<file path="config.mk">
export PLATFORM = sky130hd
export DESIGN_NAME = cci_change_irq
export DESIGN_NICKNAME = d
export VERILOG_FILES = /design/src/rtl/cci_pkg.sv /design/src/rtl/cci_sync.sv /design/src/rtl/cci_ref_track.sv /design/src/rtl/cci_flag_reg.sv /design/src/rtl/cci_change_irq.sv
export SDC_FILE = /design/constraint.sdc
export NUM_CORES = 1
export LEC_CHECK = 0
export ABC_AREA = 1
export BUFFER_PORTS_ARGS = -buffer_cell sky130_fd_sc_hd__buf_4
export CAP_MARGIN = 20
export CORE_AREA = 2 2 39 41
export CTS_CLUSTER_DIAMETER = 150
export DETAILED_ROUTE_END_ITERATION = 7
export DIE_AREA = 0 0 41 43
export PLACE_DENSITY_LB_ADDON = 0.1
export SYNTH_ARGS = -nofsm -noshare
export SYNTH_HDL_FRONTEND = slang
export SYNTH_SLANG_ARGS = --single-unit
</file>
<file path="constraint.sdc">
create_clock -name clk -period 0.9 [get_ports clk]
set_input_delay 0.09 -clock clk [delete_from_list [all_inputs] [get_ports clk]]
set_output_delay 0.09 -clock clk [all_outputs]
set_load 0.05 [all_outputs]
</file>
<file path="src/rtl/cci_pkg.sv">
package cci_pkg;

  // Width of the comparator control register read data.
  localparam int CTRL_W  = 8;
  // Position of the synchronized comparator output in that read data.
  localparam int OUT_POS = 6;

  // Next flag value. A counted mismatch dominates; otherwise a software
  // write loads its data; otherwise the flag holds.
  function automatic logic flag_next(input logic cur,
                                     input logic set_evt,
                                     input logic sw_wr,
                                     input logic sw_data);
    logic nxt;
    nxt = cur;
    if (sw_wr)   nxt = sw_data;
    if (set_evt) nxt = 1'b1;
    return nxt;
  endfunction

  // Interrupt request: flag qualified by every enable in the chain.
  function automatic logic irq_gate(input logic flag,
                                    input logic [2:0] en);
    return flag & (&en);
  endfunction

  // Read data with the comparator value placed at its bit and zeros elsewhere.
  function automatic logic [CTRL_W-1:0] ctl_pack(input logic cmp);
    logic [CTRL_W-1:0] v;
    v = '0;
    v[OUT_POS] = cmp;
    return v;
  endfunction

endpackage

</file>
<file path="src/rtl/cci_sync.sv">
module cci_sync #(
  parameter int STAGES = 2
) (
  input  logic clk,
  input  logic d_async,
  output logic q_sync
);

  logic [STAGES-1:0] chain;

  // Synchronizer flops carry no reset, so they keep sampling during reset.
  always_ff @(posedge clk) begin
    chain[0] <= d_async;
  end

  generate
    for (genvar i = 1; i < STAGES; i++) begin : g_stage
      always_ff @(posedge clk) begin
        chain[i] <= chain[i-1];
      end
    end
  endgenerate

  assign q_sync = chain[STAGES-1];

endmodule

</file>
<file path="src/rtl/cci_ref_track.sv">
module cci_ref_track (
  input  logic clk,
  input  logic rst_n,
  input  logic cmp_sync,
  input  logic access,
  output logic ref_q,
  output logic mismatch
);

  // The reference follows the synchronized output while in reset and on
  // every register access; otherwise it holds.
  always_ff @(posedge clk) begin
    if (!rst_n || access) ref_q <= cmp_sync;
  end

  assign mismatch = cmp_sync ^ ref_q;

endmodule

</file>
<file path="src/rtl/cci_flag_reg.sv">
module cci_flag_reg
  import cci_pkg::*;
(
  input  logic clk,
  input  logic rst_n,
  input  logic set_evt,
  input  logic sw_wr,
  input  logic sw_data,
  output logic flag_q
);

  always_ff @(posedge clk) begin
    if (!rst_n) flag_q <= 1'b0;
    else        flag_q <= flag_next(flag_q, set_evt, sw_wr, sw_data);
  end

endmodule

</file>
<file path="src/rtl/cci_change_irq.sv">
module cci_change_irq
  import cci_pkg::*;
#(
  parameter int SYNC_STAGES = 2
) (
  input  logic              clk,
  input  logic              rst_n,
  input  logic              cmp_async_i,
  input  logic              ctl_rd_i,
  input  logic              ctl_wr_i,
  output logic [CTRL_W-1:0] ctl_rdata_o,
  input  logic              flag_wr_i,
  input  logic              flag_wdata_i,
  input  logic              local_en_i,
  input  logic              periph_en_i,
  input  logic              global_en_i,
  output logic              flag_o,
  output logic              irq_o
);

  localparam int EN_N = 3;

  // Named internal events, visible to the bound checker.
  logic            cmp_sync;
  logic            ref_q;
  logic            mismatch;
  logic            access;
  logic            set_evt;
  logic [EN_N-1:0] en_vec;

  cci_sync #(.STAGES(SYNC_STAGES)) u_sync (
    .clk     (clk),
    .d_async (cmp_async_i),
    .q_sync  (cmp_sync)
  );

  assign access = ctl_rd_i | ctl_wr_i;

  cci_ref_track u_ref (
    .clk      (clk),
    .rst_n    (rst_n),
    .cmp_sync (cmp_sync),
    .access   (access),
    .ref_q    (ref_q),
    .mismatch (mismatch)
  );

  // A register access takes priority over counting a mismatch.
  assign set_evt = mismatch & ~access;

  cci_flag_reg u_flag (
    .clk     (clk),
    .rst_n   (rst_n),
    .set_evt (set_evt),
    .sw_wr   (flag_wr_i),
    .sw_data (flag_wdata_i),
    .flag_q  (flag_o)
  );

  assign en_vec      = {global_en_i, periph_en_i, local_en_i};
  assign irq_o       = irq_gate(flag_o, en_vec);
  assign ctl_rdata_o = ctl_pack(cmp_sync);

endmodule

</file>
==> results.md, run 1 <==
* Fmax at 1059 MHz
* Adder-cell share of the synthesized area at 0
* Clock group share of total power at 0.403
* Post-DR wirelength/cell at 6.852 um
* Failing checks: setup timing
* Post-Syn Area at 227.7 sq um
* Worst Setup End Kind: output pin
* Psw at 0.2053 mW
* 1st-iter DRT viols at 2
* Final setup vio count at 1
* Sequential power share at 0.330
* Synth warn at 0
* Avg Cell Area, Syn at 7.591 sq um
* Initial antenna violation count at 0
* CTS root buffer: clkbuf_4
* CTS tree: done
* Peak VDD IR at 0.9227 mV
* Hold Path End: u_flag.flag_q
* Placer Congestion at 0.5796
* Power density cells at 1725 mW/mm^2
* CTS Buf Count at 3
* Pre-CTS WS at 0.1621 ns
* Placed cell areas at 311.5 sq um
* Post-synthesis instance total at 30
* Largest family of logic cells by synthesized area: buffers and inverters
* Port buffer count at 12
* First-pass DRT Iterations at 2
* Starting density of the core at 0.1646
* Sink Count at 4
* Die area at 0.001763 sq mm
* Final worst setup slack at -0.04398 ns
* Final Max Tran Viols at 0
* Largest net degree at the start of global routing at 5
* Drt total wl at 418 um
* Post-route cell area at 359.1 sq um
* H-tree Lvls at 1
* Synth Area in Compound Gates at 0.03846
* Yosys reg bits at 4
* Sequential area share after synthesis at 0.3956
* Site Rows at 14
* Clock Path Buffers at 2
* Total power at 0.6195 mW
* Antenna Cells at 0
* RSZ-0062 raised after global routing: yes
* Slowest cell delay on critical path at 0.34 ns
* DIE WIDTH at 41 um
* Layout cell share with drive strength beyond 1 at 0.4444
* # DRC at 0
* Max_cap viols at 0
* Crit-path cells: inv_2, nor2_4, buf_8
* CP Max Fanout at 2
* Fin crit period at 0.9440 ns
* Critical Path RT at 0.81 ns
* Worst Hold Depth at 3
* Simple-Gate Fraction of Synth Area at 0.1868
* WHS at 0.07898 ns
* RR Endpoint: u_flag.flag_q
* HP Class: primary input to flip-flop
* Worst reg2reg path depth at 3
* FF-to-FF Start: u_ref.ref_q
* Fin nets at 56
* Global-route wire length before repair at 558 um
* Utilization after layout at 0.2595
* Fin crit share at 1.049
* Vias in the first global route at 177
* Leakage power figure at 0.1905 nW
* Finished Layout Cells at 61
* P_int at 0.4142 mW
* WS Path Type: flip-flop to output pin
* Placed cells at 56
* Grt ovf at 0
* Via count at 199
* Via/cell ratio at 3.262
* Core Area at 0.001384 sq mm
* FILL cells at 161
* Die height at 43 um
* # IOs at 20
* Gr usage total at 0.05115
* Xor and xnor area share after synthesis at 0
* R2R setup slack at 0.19 ns
* Switching share of power at 0.3314
* Crit-path slowest cell: dfxtp_4
* Syn-to-layout area delta at 57.69%
* HP Start: rst_n
* Combinational share of power at 0.267
* Post-DP HPWL at 334.9 um
* Status: finished, violations left
* Count of cell types in the netlist at 10
* Post-route ant nets at 0
* Final Skew at 0.01317 ns
* CP arrival at 0.85 ns
* Final Hold Vio Count at 0
* Reg clk slew, reported paths at 0.05 ns
* Startpoint types: flip-flop
* Clock Latency Late Sink at 0.24 ns
* Mux contribution to synthesized area at 0
* Setup tns final at -0.04398 ns
==> logic make-up after synthesis <==
| family | after synthesis |
|---|---|
| buf+inv | 14 |
| other cells | 1 |
| flops | 4 |
| compound gates | 1 |
| simple gates | 10 |
==> worst max path at each step <==
stage | start | endpoint | slack (ns) | cells past startpoint
global placement | u_flag.flag_q | irq_o | 0.18 | 3
floorplan | u_flag.flag_q | irq_o | 0.02 | 2
detailed placement | u_flag.flag_q | irq_o | 0.16 | 3
CTS | u_flag.flag_q | irq_o | -0.05 | 3
global route | u_flag.flag_q | irq_o | -0.09 | 3
finish | u_flag.flag_q | irq_o | -0.04 | 3
==> per-layer routing <==
metal / global-route usage / vias up / part of all wire
li1: - / 101 / -
met1: 0.04487 / 82 / 0.35
met2: 0.07813 / 16 / 0.44
met3: 0.06283 / 0 / 0.21
met4: 0 / 0 / 0
met5: 0 / - / 0
==> state kept, by name, summed over array words and instances (netlist names) <==
signal / cells
u_flag.flag_q: 1
u_ref.ref_q: 1
u_sync.chain: 1
u_sync.q_sync: 1
==> placed cells by master, fill, tap and decap left out <==
cell type	Yosys	layout
conb_1	1	7
nor2_4	0	1
inv_1	6	5
dlygate4sd3_1	0	1
inv_2	0	1
dfxtp_4	0	1
buf_8	0	1
buf_4	8	10
clkbuf_4	0	3
a21oi_2	1	1
nand2_1	6	6
clkbuf_1	0	1
dfxtp_1	3	2
buf_6	0	1
nor2_2	1	1
nand3_1	2	2
edfxtp_1	1	1
==> power groups by stage <==
stage               sequential (mW)  combinational [mW]  clock (mW)
detailed placement            0.206               0.159           0
floorplan                     0.219               0.128           0
CTS                           0.204               0.164       0.261
global placement              0.206               0.158           0
finish                        0.204               0.166       0.250
global route                  0.206               0.177       0.282
==> synth_stat cells <==
cell type	instances	area [sq um]
nand2_1	6	22.52
inv_1	6	22.52
nor2_1	1	3.750
a21oi_2	1	8.760
conb_1	1	3.750
edfxtp_1	1	30.03
nor2_2	1	6.260
nand3_1	2	10.01
dfxtp_1	3	60.06
buf_4	8	60.06
==> layout make-up <==
cell class / count / area [sq um] / area share
Clock buffer: 4 / 26.28 / 0.07317
Inverter: 6 / 22.52 / 0.06272
Multi-Input combinational cell: 18 / 85.08 / 0.2369
Sequential cell: 4 / 93.84 / 0.2613
Tap cell: 16 / 20.02 / 0.05575
Timing Repair Buffer: 13 / 111.4 / 0.3101
==> worst max-delay path: cells and delay by family, from the launching register on <==
family / cells / cell delay, ns
DFF: 1 / 0.34
buffers and inverters: 2 / 0.19
and+or+nand+nor: 1 / 0.08
==> repair_timing <==
item,CTS,global route
endpoints found under the setup margin,1,2
resized for setup,2,2
hold endpoints to repair,1,0
hold buffers,1,0
buffers inserted,0,0
pin swaps,0,0
(Power assumes the default switching activity.)
==> run 2, diff against run 1 <==
Settings changed: SYNTH_HIERARCHICAL from default to 1.
==> results.md, run 2 <==
* Ys async rst share at 0 (unchanged)
* Post-DR wirelength/cell at 5.721 um (-17%)
* Area leader, netlist: dfxtp_1
* WHS at 0.07427 ns (-0.004711 ns)
* Leakage power figure at 0.2283 nW (+20%)
* Die area at 0.001763 sq mm (unchanged)
* Failing checks: setup timing
* RSZ-0062 raised after global routing: yes
* Crit-path slowest cell: dfxtp_4
* Crit-path cells: nand2_4, nor2_4, buf_6
* Grt ovf at 0 (unchanged)
* Post-CTS setup buffers at 0 (unchanged)
* Most frequent cells in the layout: buf_4 (9), inv_1 (8), nand2_1 (7), conb_1 (7)
* Final setup vio count at 2 (+1)
* Worst Setup End Kind: output pin
* Final Skew at 0.01081 ns (-0.002354 ns)
* Starting density of the core at 0.1772 (+0.01266)
* Fmax at 1030 MHz (-2.8%)
* Post-DP HPWL at 331.5 um (-1.0%)
* Finished Layout Cells at 68 (+11%)
* Power density cells at 1563 mW/mm^2 (-9.4%)
* DIE WIDTH at 41 um (unchanged)
* Synth top area share at 0.2449 (-0.01884)
* Sink Count at 4 (unchanged)
* Avg Cell Area, Syn at 6.812 sq um (-10%)
* Status: finished, violations left
* Post-Syn Area at 245.2 sq um (+7.7%)
* Final worst setup slack at -0.07070 ns (-0.02673 ns)
* Placed cells at 63 (+13%)
* Commonest cells in the netlist: inv_1 (9), buf_4 (8), nand2_1 (8), nor2_1 (4), dfxtp_1 (3)
* Placer Congestion at 0.6312 (+8.9%)
* WL met1 at 121 um (-17%)
* Fin crit period at 0.9707 ns (+0.02673 ns)
* CP arrival at 0.88 ns (+0.03 ns)
* Max Used Layer: met3
* Site Rows at 14 (unchanged)
* Largest net degree at the start of global routing at 5 (unchanged)
* Count of cell types in the netlist at 9 (-1)
* H-tree Lvls at 1 (unchanged)
* Global-route wire length before repair at 724 um (+30%)
* Slowest cell delay on critical path at 0.36 ns (+0.02 ns)
* Most common cell in the netlist: inv_1
* Reg clk slew, reported paths at 0.04 ns (about the same)
* Vias in the first global route at 215 (+21%)
* Max_cap viols at 0 (unchanged)
* Post-synth EDFFs at 1 (unchanged)
* WS Path Type: flip-flop to output pin
* Peak VDD IR at 0.5739 mV (-38%)
* Gr usage total at 0.06640 (+0.01524)
* Largest cells by area after synthesis: dfxtp_1 (24%), buf_4 (24%), inv_1 (14%), edfxtp_1 (12%), nand2_1 (12%)
* CP Max Fanout at 3 (+1)
* Clock Path Buffers at 2 (unchanged)
* # IOs at 20 (unchanged)
* # DRC at 0 (unchanged)
* Core Area at 0.001384 sq mm (unchanged)
* Critical Path RT at 0.81 ns (about the same)
* Post-route ant nets at 0 (unchanged)
* Initial antenna violation count at 0 (unchanged)
* CTS Buf Count at 3 (unchanged)
* Post-synthesis instance total at 36 (+20%)
* Sequential area share after synthesis at 0.3673 (-0.02826)
* Synth warn at 6 (+6)
* Fin crit share at 1.079 (+0.02969)
* Drt total wl at 389 um (-6.9%)
* Layout cell share with drive strength beyond 1 at 0.4423 (-0.002137)
* Die height at 43 um (unchanged)
* CTS tree: done
* Final Max Tran Viols at 0 (unchanged)
* First-pass DRT Iterations at 3 (+1)
* Commonest non-fill, non-tap cell in the layout: buf_4
* HP Class: primary input to flip-flop
* Routed length on met3 at 56 um (-36%)
* Final Hold Vio Count at 0 (unchanged)
* Top_reg_cell synth: dfxtp_1
* Antenna Cells at 0 (unchanged)
* Via/cell ratio at 3.221 (-1.3%)
* 1st-iter DRT viols at 3 (+1)
* Clock Latency Late Sink at 0.24 ns (about the same)
* Worst Hold Depth at 3 (unchanged)
* Via count at 219 (+10%)
* Port buffer count at 12 (unchanged)
* Syn-to-layout area delta at 63.27%
* CTS root buffer: clkbuf_4
* Yosys reg bits at 4 (unchanged)
* Routed wl met2 at 212 um (+15%)
* Worst reg2reg path depth at 9 (+6)
* Startpoint types: flip-flop
* Fin nets at 63 (+13%)
==> run 2: cell types whose count changed after synthesis, sizes merged <==
cell | before | now
nor2 | 2 | 5
inv | 6 | 9
a21oi | 1 | 0
nand2 | 6 | 9
nand3 | 2 | 0
==> run 2: worst max-delay path, delay by kind of cell, from the launching register on <==
| family | cells | cell delay [ns] |
|---|---|---|
| simple gates | 2 | 0.12 |
| flops | 1 | 0.36 |
| buf+inv | 1 | 0.16 |
==> run 2: per-layer routing <==
metal	GRT usage	vias to the layer above
met4	0.06000	0
met3	0.04712	0
met2	0.1000	15
met5	0	-
met1	0.05178	88
li1	-	116
==> run 2: path summary, 6_finish.rpt <==
kind,slack (ns),end,startpoint
worst min register to register,0.32,u_sync/q_sync,u_sync/chain[0]
worst max-delay path,-0.07,irq_o,u_flag/flag_q
worst max register to register,0,u_flag/flag_q,u_ref/ref_q
worst min-delay path,0.07,u_flag/flag_q,rst_n
==> run 2: metrics by stage <==
step,area [sq um],TNS (ns),total power [mW],util,worst slack [ns]
floorplan,281.5,0,0.3490,-,0.009204
global placement,339.1,-0.002792,0.3679,0.2450,-0.002792
detailed placement,339.1,-0.02967,0.3694,0.2450,-0.02967
CTS,396.6,-0.1322,0.6416,0.2866,-0.08786
global route,400.4,-0.3082,0.6820,0.2893,-0.1534
finish,400.4,-0.07285,0.6260,0.2893,-0.07070
==> run 2: cell families after synthesis <==
| kind of cell | count (synthesis) | share of synthesized area |
|---|---|---|
| buf+inv | 17 | 0.3827 |
| flops | 4 | 0.3674 |
| other cells | 1 | 0.01529 |
| simple gates | 14 | 0.2347 |
==> run 2: timing repair <==
item,in CTS,in global routing
endpoints found under the hold margin,1,0
resized for setup,6,2
hold buffers,1,0
endpoints found under the setup margin,3,4
pin swaps,6,2
cloned,0,0
==> run 2: layout make-up <==
type,count,area (sq um)
Clock buffer,4,26.28
Fill cell,152,983.4
Inverter,9,33.78
Multi-Input combinational cell,21,98.84
Sequential cell,4,95.09
Tap cell,16,20.02
Timing Repair Buffer,14,126.4
==> run 2: power by group <==
group | switching (mW) | internal (mW)
clock network | 0.0767 | 0.167
registers | 0.00906 | 0.198
logic | 0.118 | 0.0586
